## config.mk

```make
export PLATFORM = sky130hd
export DESIGN_NAME = phy_reg_bridge
export DESIGN_NICKNAME = d
export VERILOG_FILES = /design/src/rtl/phyb_pkg.sv /design/src/rtl/phyb_host_if.sv /design/src/rtl/phyb_cmd_regs.sv /design/src/rtl/phyb_xact.sv /design/src/rtl/phy_reg_bridge.sv
export SDC_FILE = /design/constraint.sdc
export NUM_CORES = 1
export LEC_CHECK = 0
export BUFFER_PORTS_ARGS = -buffer_cell sky130_fd_sc_hd__buf_2
export CAP_MARGIN = 20
export CORE_MARGIN = 2
export CORE_UTILIZATION = 25
export DETAILED_ROUTE_END_ITERATION = 6
export GPL_ROUTABILITY_DRIVEN = 0
export PLACE_DENSITY = 0.51
export SLEW_MARGIN = 20
export SYNTH_ARGS = -nofsm -noshare
export SYNTH_HDL_FRONTEND = slang
export SYNTH_SLANG_ARGS = --single-unit
```

## constraint.sdc

```tcl
create_clock -name clk -period 2 [get_ports clk]
set_input_delay 0.1 -clock clk [delete_from_list [all_inputs] [get_ports clk]]
set_output_delay 0.1 -clock clk [all_outputs]
set_load 0.01 [all_outputs]
```

## src/rtl/phyb_pkg.sv

```systemverilog
package phyb_pkg;
  localparam int HOST_W   = 32;
  localparam int FLAG_BIT = 31;
  localparam int OP_WRITE = 0;
  localparam int OP_READ  = 1;

  typedef enum logic [1:0] {
    SEL_CMD   = 2'd0,
    SEL_WDATA = 2'd1,
    SEL_RDATA = 2'd2,
    SEL_STAT  = 2'd3
  } phyb_sel_e;
endpackage

```

## src/rtl/phyb_host_if.sv

```systemverilog
module phyb_host_if
  import phyb_pkg::*;
(
  input  logic              clk,
  input  logic              rst_n,
  input  logic              req_valid,
  output logic              req_ready,
  input  logic              req_write,
  input  logic [1:0]        req_sel,
  output logic              cmd_we,
  output logic              wdata_we,
  input  logic [HOST_W-1:0] cmd_word,
  input  logic [HOST_W-1:0] wdata_word,
  input  logic [HOST_W-1:0] rdata_word,
  input  logic [HOST_W-1:0] stat_word,
  output logic              rsp_valid,
  output logic [HOST_W-1:0] rsp_data
);
  logic              acc_rd;
  logic [HOST_W-1:0] sel_word;

  // Every offered request is accepted at once.
  assign req_ready = 1'b1;
  assign acc_rd    = req_valid && !req_write;
  assign cmd_we    = req_valid && req_write && (phyb_sel_e'(req_sel) == SEL_CMD);
  assign wdata_we  = req_valid && req_write && (phyb_sel_e'(req_sel) == SEL_WDATA);

  always_comb begin
    case (phyb_sel_e'(req_sel))
      SEL_CMD:   sel_word = cmd_word;
      SEL_WDATA: sel_word = wdata_word;
      SEL_RDATA: sel_word = rdata_word;
      default:   sel_word = stat_word;
    endcase
  end

  always_ff @(posedge clk or negedge rst_n) begin
    if (!rst_n) begin
      rsp_valid <= 1'b0;
      rsp_data  <= '0;
    end else begin
      rsp_valid <= acc_rd;
      rsp_data  <= acc_rd ? sel_word : '0;
    end
  end

  // a read request is answered in the next cycle, and a write gets no answer.
  a_r11_rsp_next: assert property (@(posedge clk) disable iff (!rst_n)
    (req_valid && !req_write) |=> rsp_valid);
  a_r11_no_rsp_write: assert property (@(posedge clk) disable iff (!rst_n)
    (req_valid && req_write) |=> !rsp_valid);
endmodule

```

## src/rtl/phyb_cmd_regs.sv

```systemverilog
module phyb_cmd_regs
  import phyb_pkg::*;
#(
  parameter int ADDR_W = 16,
  parameter int PORT_W = 4,
  parameter int DATA_W = 16
) (
  input  logic              clk,
  input  logic              rst_n,
  input  logic              cmd_we,
  input  logic              wdata_we,
  input  logic [HOST_W-1:0] host_wdata,
  input  logic              busy,
  output logic [HOST_W-1:0] cmd_word,
  output logic [DATA_W-1:0] payload,
  output logic              start_rd,
  output logic              start_wr,
  output logic              clr_done
);
  localparam int OP_LSB = ADDR_W + PORT_W;
  localparam int OP_W   = HOST_W - OP_LSB;

  logic            armed;
  logic            cmd_ok;
  logic            wd_ok;
  logic [OP_W-1:0] new_op;
  logic            op_is_rd;
  logic            op_is_wr;

  // While an access is in flight, host writes are dropped here.
  assign cmd_ok   = cmd_we && !busy;
  assign wd_ok    = wdata_we && !busy;
  assign new_op   = host_wdata[HOST_W-1:OP_LSB];
  assign op_is_rd = (new_op == OP_W'(OP_READ));
  assign op_is_wr = (new_op == OP_W'(OP_WRITE));

  assign start_rd = cmd_ok && op_is_rd;
  assign start_wr = wd_ok && host_wdata[FLAG_BIT] && armed;
  assign clr_done = cmd_ok;

  always_ff @(posedge clk or negedge rst_n) begin
    if (!rst_n) begin
      cmd_word <= '0;
      armed    <= 1'b0;
    end else if (cmd_ok) begin
      cmd_word <= host_wdata;
      armed    <= op_is_wr;
    end else if (start_wr) begin
      armed    <= 1'b0;
    end
  end

  always_ff @(posedge clk or negedge rst_n) begin
    if (!rst_n)     payload <= '0;
    else if (wd_ok) payload <= host_wdata[DATA_W-1:0];
  end

  // an unknown command code leaves nothing armed for the next cycle.
  a_r10_bad_op_disarms: assert property (@(posedge clk) disable iff (!rst_n)
    (cmd_ok && !op_is_rd && !op_is_wr) |=> !start_wr);
  // a command accepted while busy would be a violation.
  a_r9_cmd_blocked: assert property (@(posedge clk) disable iff (!rst_n)
    busy |-> !clr_done);
endmodule

```

## src/rtl/phyb_xact.sv

```systemverilog
module phyb_xact #(
  parameter int DATA_W = 16,
  parameter int RD_LAT = 2
) (
  input  logic              clk,
  input  logic              rst_n,
  input  logic              start_rd,
  input  logic              start_wr,
  input  logic              clr_done,
  input  logic [DATA_W-1:0] phy_rdata,
  output logic              phy_rd,
  output logic              phy_wr,
  output logic              rd_done,
  output logic [DATA_W-1:0] rd_value,
  output logic              wr_pend,
  output logic              busy
);
  logic [RD_LAT-1:0] rd_pipe;
  logic              rd_active;
  logic              capture;

  assign capture = rd_pipe[RD_LAT-1];
  assign busy    = rd_active || wr_pend;

  // Latency pipe: one stage per cycle between the strobe and valid data.
  generate
    if (RD_LAT == 1) begin : g_lat_one
      always_ff @(posedge clk or negedge rst_n) begin
        if (!rst_n) rd_pipe <= '0;
        else        rd_pipe <= phy_rd;
      end
    end else begin : g_lat_many
      always_ff @(posedge clk or negedge rst_n) begin
        if (!rst_n) rd_pipe <= '0;
        else        rd_pipe <= {rd_pipe[RD_LAT-2:0], phy_rd};
      end
    end
  endgenerate

  always_ff @(posedge clk or negedge rst_n) begin
    if (!rst_n) begin
      phy_rd    <= 1'b0;
      phy_wr    <= 1'b0;
      rd_active <= 1'b0;
      wr_pend   <= 1'b0;
    end else begin
      phy_rd <= start_rd;
      phy_wr <= start_wr;
      if (start_rd)     rd_active <= 1'b1;
      else if (capture) rd_active <= 1'b0;
      if (start_wr)     wr_pend <= 1'b1;
      else if (phy_wr)  wr_pend <= 1'b0;
    end
  end

  always_ff @(posedge clk or negedge rst_n) begin
    if (!rst_n) begin
      rd_done  <= 1'b0;
      rd_value <= '0;
    end else if (clr_done) begin
      rd_done  <= 1'b0;
      rd_value <= '0;
    end else if (capture) begin
      rd_done  <= 1'b1;
      rd_value <= phy_rdata;
    end
  end

  // the read strobe lasts a single cycle.
  a_r3_rd_pulse: assert property (@(posedge clk) disable iff (!rst_n)
    phy_rd |=> !phy_rd);
  // read and write strobes never coincide.
  a_r5_strobe_excl: assert property (@(posedge clk) disable iff (!rst_n)
    !(phy_rd && phy_wr));
  // the pending flag is gone once the write strobe has been issued.
  a_r6_pend_clears: assert property (@(posedge clk) disable iff (!rst_n)
    phy_wr |=> !wr_pend);
  // no new access is started while one is in flight.
  a_r9_no_start_busy: assert property (@(posedge clk) disable iff (!rst_n)
    busy |-> !(start_rd || start_wr));
  // an accepted command clears the completion flag.
  a_r8_clear_done: assert property (@(posedge clk) disable iff (!rst_n)
    clr_done |=> !rd_done);
  // completion appears only at the end of the latency window.
  a_r4_done_at_lat: assert property (@(posedge clk) disable iff (!rst_n)
    $rose(rd_done) |-> $past(rd_pipe[RD_LAT-1]));
endmodule

```

## src/rtl/phy_reg_bridge.sv

```systemverilog
module phy_reg_bridge
  import phyb_pkg::*;
#(
  parameter int ADDR_W = 16,
  parameter int PORT_W = 4,
  parameter int DATA_W = 16,
  parameter int RD_LAT = 2
) (
  input  logic              clk,
  input  logic              rst_n,
  input  logic              req_valid,
  output logic              req_ready,
  input  logic              req_write,
  input  logic [1:0]        req_sel,
  input  logic [31:0]       req_wdata,
  output logic              rsp_valid,
  output logic [31:0]       rsp_data,
  output logic [ADDR_W-1:0] phy_addr,
  output logic [PORT_W-1:0] phy_port,
  output logic              phy_wr,
  output logic [DATA_W-1:0] phy_wdata,
  output logic              phy_rd,
  input  logic [DATA_W-1:0] phy_rdata
);
  localparam int PORT_LSB = ADDR_W;
  localparam int PORT_MSB = ADDR_W + PORT_W - 1;

  logic              cmd_we, wdata_we;
  logic              start_rd, start_wr, clr_done;
  logic              rd_done, wr_pend, busy;
  logic [DATA_W-1:0] rd_value, payload;
  logic [HOST_W-1:0] cmd_word, wdata_word, rdata_word, stat_word;

  assign wdata_word = {wr_pend, 31'(payload)};
  assign rdata_word = {rd_done, 31'(rd_value)};
  assign stat_word  = {31'b0, busy};

  // The PHY address and data come straight from the stored words. They
  // cannot change during an access because host writes are dropped then.
  assign phy_addr  = cmd_word[ADDR_W-1:0];
  assign phy_port  = cmd_word[PORT_MSB:PORT_LSB];
  assign phy_wdata = payload;

  phyb_host_if u_host (
    .clk        (clk),
    .rst_n      (rst_n),
    .req_valid  (req_valid),
    .req_ready  (req_ready),
    .req_write  (req_write),
    .req_sel    (req_sel),
    .cmd_we     (cmd_we),
    .wdata_we   (wdata_we),
    .cmd_word   (cmd_word),
    .wdata_word (wdata_word),
    .rdata_word (rdata_word),
    .stat_word  (stat_word),
    .rsp_valid  (rsp_valid),
    .rsp_data   (rsp_data)
  );

  phyb_cmd_regs #(
    .ADDR_W (ADDR_W),
    .PORT_W (PORT_W),
    .DATA_W (DATA_W)
  ) u_regs (
    .clk        (clk),
    .rst_n      (rst_n),
    .cmd_we     (cmd_we),
    .wdata_we   (wdata_we),
    .host_wdata (req_wdata),
    .busy       (busy),
    .cmd_word   (cmd_word),
    .payload    (payload),
    .start_rd   (start_rd),
    .start_wr   (start_wr),
    .clr_done   (clr_done)
  );

  phyb_xact #(
    .DATA_W (DATA_W),
    .RD_LAT (RD_LAT)
  ) u_xact (
    .clk       (clk),
    .rst_n     (rst_n),
    .start_rd  (start_rd),
    .start_wr  (start_wr),
    .clr_done  (clr_done),
    .phy_rdata (phy_rdata),
    .phy_rd    (phy_rd),
    .phy_wr    (phy_wr),
    .rd_done   (rd_done),
    .rd_value  (rd_value),
    .wr_pend   (wr_pend),
    .busy      (busy)
  );

  // the PHY address and port hold steady while an access is in flight.
  a_r2_addr_stable: assert property (@(posedge clk) disable iff (!rst_n)
    (busy && $past(busy)) |-> ($stable(phy_addr) && $stable(phy_port)));
endmodule

```

==> run_results.csv, run 1 <==
group,metric,value,unit
clock_tree,insertion_delay,0.35,ns
cells_and_area,finalNetCount,600,
logic_synthesis,yosys-top-cells-count,"dfrtp_1, nand2_1, nor2_1, mux2i_1, buf_4",
floorplanning,die_y,136,µm
clock_tree,clock_sinks,105,
floorplanning,floorplan.die.width,136,µm
floorplanning,boundaryPins,126,
placement,dp_hpwl,7750,µm
detailed_routing,highest_layer,"met4",
logic_synthesis,synthFlopType,"dfrtp_1",
timing,min_period_over_period,80.3,%
cells_and_area,final_layout_size_suffix_gt1_share,31.4,%
timing,timing.final.crit_period,1.61,ns
timing,hold-worst-slack,0.0138,ns
logic_synthesis,syn-num-nets,456,
clock_tree,cts_buffers,9,
cells_and_area,n_fill_cell,1781,
global_routing,antenna_found_initial,0,
hold_path,hold-path-cell-count,3,
clock_tree,clock_tree.buffer_depth,2,
critical_path,worst-r2r-cell-count,3,
critical_path,worstPathArrival,1.83,ns
detailed_routing,met1_length,5170,µm
global_routing,grt_use_total,13.1,%
critical_path,worstPathRequired,2.23,ns
timing,tightest_slew,0.535,ns
critical_path,critical-path-slowest-cell,"mux2_4",
detailed_routing,post_drt_wl_per_cell,14.9,µm
cells_and_area,stdcell_count,776,
cells_and_area,final_util,34.0,%
logic_synthesis,seq_area_frac_synth,60.4,%
floorplanning,fp.dieArea,0.0185,mm²
pwr,finalPower,4.39,mW
outcome,status,"finished clean",
pwr,p_leak,3.19,nW
logic_synthesis,number_of_enable_flip_flop_cells_after_synthesis,0,
timing,report.final.setup_viol,0,
timing,max-slew-margin-rel,64.0,%
critical_path,rr_endpoint,"u_regs.payload[11]$_DFFE_PN0P_",
placement,pre_cts_setup_slack,0.385,ns
clock_tree,cts.htree.levels,3,
detailed_routing,drt_first_iter_violations,126,
timing,clock-skew-final,0.00873,ns
critical_path,end_kind,"flip-flop",
timing,layout_setup_ws,0.394,ns
pwr,power.ir.vdd_worst,0.367,mV
global_routing,first_pass_grt_wire_length,18200,µm
pwr,power-per-cell-area,752,mW/mm²
logic_synthesis,leading_cell_types_by_total_area_after_synthesis,"dfrtp_1, nand2_1, mux2i_1, nor2_1, buf_4",
cells_and_area,syn2layout_area_growth,34.1,%
timing,timing_hold_violations_final,0,
logic_synthesis,synth_cells,402,
logic_synthesis,ys_ff_latch,105,
global_routing,grt_overflow_total,0,
logic_synthesis,postSynthAreaPerCell,10.8,µm²
placement,post-place-cells,720,
placement,numPortBuffers,124,
timing,tns,0,ns
detailed_routing,dr_drc_count,0,
logic_synthesis,synth-warning-count,0,
hold_path,worst_hold_path_type,"in -> reg",
logic_synthesis,netlist.top_cell.by_area,"dfrtp_1",
timing,report.final.slew_viol_count,0,
hold_path,worstHoldStart,"phy_rdata[14]",
detailed_routing,routed_via_density,4.17,
clock_tree,clkSlewWorstSetupHoldPaths,0.07,ns
critical_path,critical_path.max_stage_delay,0.44,ns
timing,timing.fmax,623,MHz
detailed_routing,routed_wl,11600,µm
clock_tree,ctsRootBufferMaster,"clkbuf_16",
logic_synthesis,synth_async_sr_flop_share,100,%
timing,rsz0062_at_grt,"false",
detailed_routing,via_count,3239,
critical_path,rr_startpoint,"u_xact.wr_pend$_DFFE_PN0P_",
floorplanning,core.rowCount,48,
logic_synthesis,post-synth-top-count-cell,"dfrtp_1",
detailed_routing,route.met3.wl,612,µm
critical_path,critPathMaxFanout,19,
detailed_routing,dr_wl_met2,5610,µm
critical_path,critical_path_class,"reg -> reg",
cells_and_area,antenna-diode-count,0,
critical_path,cp_cell_sequence,"nor2_2 > nand4_4 > mux2_4",
critical_path,slack_of_the_worst_reg_to_reg_path,0.39,ns
clock_tree,tritoncts,"done",
clock_tree,post_cts.resized_instances,0,
critical_path,worstSetupStartpointType,"flip-flop",
logic_synthesis,synth_area,0.00435,mm²
floorplanning,design.core.area,0.0172,mm²
cells_and_area,final_design_area_no_fill,0.00584,mm²
detailed_routing,drt_first_pass_iters,4,
clock_tree,post-cts-setup-buffer-count,0,
flow_run,cap_viol_max_count,0,
global_routing,pin_count_of_the_biggest_net_entering_global_routing,51,
global_routing,grt_pass1_vias,3393,
placement,post_dp_cell_area,0.00509,mm²
logic_synthesis,netlist.area_leader.share,60.4,%
detailed_routing,antenna_left,0,
floorplanning,initial_utilization,25.3,%
hold_path,min_delay_worst_endpoint,"u_xact.rd_value[14]$_DFFE_PN0P_",
logic_synthesis,synth.lib_cells_used.distinct,30,
[report_power, final]
group	switching (mW)	internal (mW)	leakage [nW]
Combinational	0.130	0.115	1.57
Clock	0.792	1.22	0.166
Sequential	0.000930	2.12	1.46
[per-layer routing]
layer	vias up	global-route usage [%]
li1	1557	-
met1	1572	16.9
met2	98	21.9
met3	12	2.35
met4	0	5.09
met5	-	0
[layout make-up]
cell class / count / area, µm² / area share [%]
clock buffer: 9 / 225 / 3.86
clock inverter: 7 / 116 / 1.99
inverter: 4 / 15.0 / 0.257
multi-input combinational: 250 / 1430 / 24.5
sequential: 105 / 2630 / 45.0
tap: 225 / 282 / 4.82
timing repair buffer: 176 / 1140 / 19.5
[timing repair]
item / in CTS / in global routing
hold endpoints to repair: 87 / 0
setup endpoints to repair: 0 / 0
hold buffers: 40 / 0
[worst max-delay path, delay by kind of cell (launching register included)]
kind / cells / cell delay [ns]
AND/OR/NAND/NOR: 2 / 0.64
multiplexers: 1 / 0.44
flip-flops: 1 / 0.40
[sequential cells by signal, indices dropped and copies added, names as in the netlist]
register	flops
u_regs.armed	1
u_xact.rd_pipe	2
u_regs.payload	16
u_host.rsp_valid	1
u_xact.phy_rd	1
u_xact.rd_done	1
u_xact.rd_active	1
u_host.rsp_data	32
u_regs.cmd_word	32
u_xact.wr_pend	1
u_xact.phy_wr	1
u_xact.rd_value	16
[placed cells by master (no fill, tap or decap)]
master,count
a211oi_1,2
a21o_1,1
a21oi_1,16
and2_1,15
and4_1,1
and4_2,1
buf_12,2
buf_2,123
buf_4,11
bufinv_16,3
clkbuf_16,9
clkinv_2,2
clkinvlp_4,1
conb_1,1
dfrtp_1,105
dlygate4sd3_1,40
inv_1,4
inv_6,1
mux2_2,9
mux2_4,7
mux2i_1,32
nand2_1,96
nand2b_1,1
nand4_1,2
nand4_4,1
nor2_1,52
nor2_2,1
nor2b_1,1
nor2b_4,1
nor3_1,1
nor3_2,1
nor4_1,2
nor4b_1,1
o211ai_1,1
o21ai_0,3
o22ai_1,1
[cell families (layout without fill, tap and decap cells)]
kind of cell           Yosys count  after routing  synth area share [%]
other                            1              1                0.0861
muxes                           48             48                  12.1
and+or+nand+nor                177            177                  17.7
DFF                            105            105                  60.4
AOI/OAI and AO/OA               24             24                  3.02
buffers and inverters           47            196                  6.75
[worst max-delay path by stage]
stage / startpoint / slack, ns / endpoint / depth (start not counted)
final: u_xact.wr_pend$_DFFE_PN0P_ / 0.39 / u_regs.payload[11]$_DFFE_PN0P_ / 3
after global routing: u_xact.wr_pend$_DFFE_PN0P_ / 0.26 / u_regs.armed$_DFFE_PN0P_ / 4
after CTS: u_xact.wr_pend$_DFFE_PN0P_ / 0.37 / u_regs.payload[12]$_DFFE_PN0P_ / 3
after detailed placement: u_xact.wr_pend$_DFFE_PN0P_ / 0.39 / u_regs.payload[10]$_DFFE_PN0P_ / 3
after global placement: u_xact.wr_pend$_DFFE_PN0P_ / 0.39 / u_regs.armed$_DFFE_PN0P_ / 4
after floorplan: u_xact.wr_pend$_DFFE_PN0P_ / 0.62 / u_xact.rd_value[10]$_DFFE_PN0P_ / 6
No activity file was read; power rests on OpenSTA's default activity.
==> run 2: changes to the inputs <==
--- a/config.mk
+++ b/config.mk
@@ -5,13 +5,14 @@
 export SDC_FILE = /design/constraint.sdc
 export NUM_CORES = 1
 export LEC_CHECK = 0
+export ABC_AREA = 1
 export BUFFER_PORTS_ARGS = -buffer_cell sky130_fd_sc_hd__buf_2
 export CAP_MARGIN = 20
 export CORE_MARGIN = 2
 export CORE_UTILIZATION = 25
 export DETAILED_ROUTE_END_ITERATION = 6
 export GPL_ROUTABILITY_DRIVEN = 0
-export PLACE_DENSITY = 0.51
+export PLACE_DENSITY = 0.53
 export SLEW_MARGIN = 20
 export SYNTH_ARGS = -nofsm -noshare
 export SYNTH_HDL_FRONTEND = slang
==> constraint.sdc (replaced) <==
create_clock -name clk -period 1.47 [get_ports clk]
set_input_delay 0.0735 -clock clk [delete_from_list [all_inputs] [get_ports clk]]
set_output_delay 0.0735 -clock clk [all_outputs]
set_load 0.01 [all_outputs]
==> run_results.csv, run 2 <==
group,metric,value,unit
outcome,status,"finished clean",
floorplanning,initial_utilization,25.7,%
timing,rsz0062_at_grt,"false",
timing,hold-worst-slack,0.0192,ns
pwr,p_leak,3.38,nW
clock_tree,insertion_delay,0.35,ns
critical_path,critical_path_class,"reg -> reg",
cells_and_area,finalNetCount,708,
detailed_routing,antenna_left,0,
critical_path,worstSetupStartpointType,"flip-flop",
detailed_routing,routed_wl,12600,µm
timing,min_period_over_period,88.7,%
cells_and_area,final_layout_size_suffix_gt1_share,24.7,%
cells_and_area,layout.cells.most_common,"nand2_1",
logic_synthesis,netlist.area_leader.share,59.2,%
flow_run,cap_viol_max_count,0,
cells_and_area,antenna-diode-count,0,
global_routing,grt_overflow_total,0,
logic_synthesis,synth_cells,503,
hold_path,worst_hold_path_type,"in -> reg",
clock_tree,post-cts-setup-buffer-count,0,
detailed_routing,drt_first_iter_violations,156,
timing,report.final.setup_viol,0,
critical_path,slack_of_the_worst_reg_to_reg_path,0.17,ns
floorplanning,core.rowCount,48,
cells_and_area,final_util,34.7,%
clock_tree,ctsRootBufferMaster,"clkbuf_16",
critical_path,end_kind,"flip-flop",
floorplanning,boundaryPins,126,
global_routing,first_pass_grt_wire_length,20100,µm
detailed_routing,drt_first_pass_iters,6,
logic_synthesis,netlist.top_cell.by_area,"dfrtp_1",
timing,report.final.slew_viol_count,0,
hold_path,worstHoldStart,"req_wdata[22]",
logic_synthesis,synth-warning-count,0,
critical_path,critical_path.max_stage_delay,0.43,ns
global_routing,grt_use_total,14.2,%
critical_path,critPathMaxFanout,81,
pwr,power-per-cell-area,994,mW/mm²
clock_tree,clock_sinks,105,
cells_and_area,n_fill_cell,1837,
detailed_routing,dr_drc_count,0,
logic_synthesis,yosys-top-cells-count,"nand2_1, dfrtp_1, nand3_1, inv_1, buf_4",
floorplanning,die_y,137,µm
logic_synthesis,ys_ff_latch,105,
critical_path,rr_startpoint,"u_xact.wr_pend$_DFFE_PN0P_",
placement,dp_hpwl,8820,µm
critical_path,critical-path-slowest-cell,"dfrtp_1",
logic_synthesis,syn-num-nets,557,
logic_synthesis,postSynthAreaPerCell,8.82,µm²
clock_tree,clock_tree.buffer_depth,2,
floorplanning,design.core.area,0.0173,mm²
cells_and_area,multi_input_logic_area,0.00132,mm²
logic_synthesis,synthFlopType,"dfrtp_1",
floorplanning,floorplan.die.width,137,µm
logic_synthesis,seq_area_frac_synth,59.2,%
cells_and_area,syn2layout_area_growth,35.1,%
logic_synthesis,number_of_enable_flip_flop_cells_after_synthesis,0,
pwr,finalPower,5.96,mW
pwr,power.ir.vdd_worst,0.555,mV
timing,timing.final.crit_period,1.30,ns
detailed_routing,routed_via_density,4.15,
cells_and_area,layout_common_cells,"nand2_1, buf_2, dfrtp_1, nand3_1, dlygate4sd3_1",
logic_synthesis,synth.lib_cells_used.distinct,20,
floorplanning,fp.dieArea,0.0188,mm²
logic_synthesis,synth_async_sr_flop_share,100,%
clock_tree,cts.htree.levels,3,
cells_and_area,stdcell_count,884,
clock_tree,cts_buffers,9,
global_routing,antenna_found_initial,0,
detailed_routing,post_drt_wl_per_cell,14.3,µm
critical_path,critical_path_origin,"u_xact.wr_pend$_DFFE_PN0P_",
logic_synthesis,synth_area,0.00444,mm²
hold_path,hold-path-cell-count,3,
critical_path,worstPathRequired,1.70,ns
clock_tree,tritoncts,"done",
timing,timing.fmax,767,MHz
critical_path,worst-r2r-cell-count,5,
critical_path,worstPathArrival,1.53,ns
placement,post-place-cells,821,
timing,timing_hold_violations_final,0,
critical_path,cp_cell_sequence,"nor2_4 > nand3_2 > buf_12 > nand2_1 > o21ai_0",
logic_synthesis,leading_cell_types_by_total_area_after_synthesis,"dfrtp_1, nand2_1, nand3_1, buf_4, inv_1",
global_routing,grt_pass1_vias,3793,
timing,clock-skew-final,0.00455,ns
placement,numPortBuffers,124,
cells_and_area,largest_registers,"u_host.rsp_data (32), u_regs.cmd_word (32)",
cells_and_area,layout.area.seq,0.00263,mm²
global_routing,pin_count_of_the_biggest_net_entering_global_routing,82,
detailed_routing,via_count,3673,
timing,tns,0,ns
clock_tree,clkSlewWorstSetupHoldPaths,0.07,ns
logic_synthesis,post-synth-top-count-cell,"nand2_1",
run 2: kinds of logic after synthesis:
kind of cell	count (synthesis)	share of synthesized area, %
buf+inv	92	11.3
simple gates	266	25.0
compound gates	39	4.40
other cells	1	0.0845
flops	105	59.2
run 2: worst max-delay path, delay by kind of cell (launching register included):
kind / cells / cell delay, ns
buffers and inverters: 1 / 0.23
AO/OA/AOI/OAI: 1 / 0.07
AND/OR/NAND/NOR: 3 / 0.42
flip-flops: 1 / 0.43
run 2: metal layers:
metal | GRT usage, % | vias to the layer above | wire length [µm]
li1 | - | 1831 | -
met2 | 22.7 | 127 | 5790
met4 | 4.47 | 0 | 210
met5 | 0 | - | 0
met1 | 18.2 | 1698 | 5680
met3 | 4.60 | 17 | 941
run 2: layout make-up:
cell class / instances / share of cell area [%]
Clock buffer: 11 / 4.22
Clock inverter: 5 / 1.42
Inverter: 48 / 3.01
Multi-Input combinational cell: 306 / 21.9
Sequential cell: 105 / 43.8
Tap cell: 225 / 4.70
Timing Repair Buffer: 184 / 20.9
run 2: where the power goes:
part,internal [mW],switching [mW]
clock,1.60,1.10
combinational,0.173,0.198
sequential,2.89,0.000810
total,4.66,1.30
run 2: worst paths after layout:
| path | end |
|---|---|
| max in group asynchronous | u_regs.cmd_word[7]$_DFFE_PN0P_ |
| worst max register to register | u_regs.cmd_word[11]$_DFFE_PN0P_ |
| worst max-delay path | u_regs.cmd_word[11]$_DFFE_PN0P_ |
| worst min-delay path | u_regs.cmd_word[22]$_DFFE_PN0P_ |
| min in group asynchronous | u_xact.rd_value[4]$_DFFE_PN0P_ |
| worst min register to register | u_xact.rd_pipe[1]$_DFF_PN0_ |
run 2: what timing repair did:
item	in CTS	in global routing
hold endpoints to repair	77	0
hold buffers	47	0
endpoints found under the setup margin	0	23
gates resized for setup	0	1
run 2: metrics by stage:
stage | setup slack [ns] | cell area (µm²)
final | 0.166 | 6000
after floorplan | 0.222 | 4440
after CTS | 0.0995 | 5990
after global placement | 0.167 | 5180
after detailed placement | 0.107 | 5180
after global routing | 0.0295 | 6000
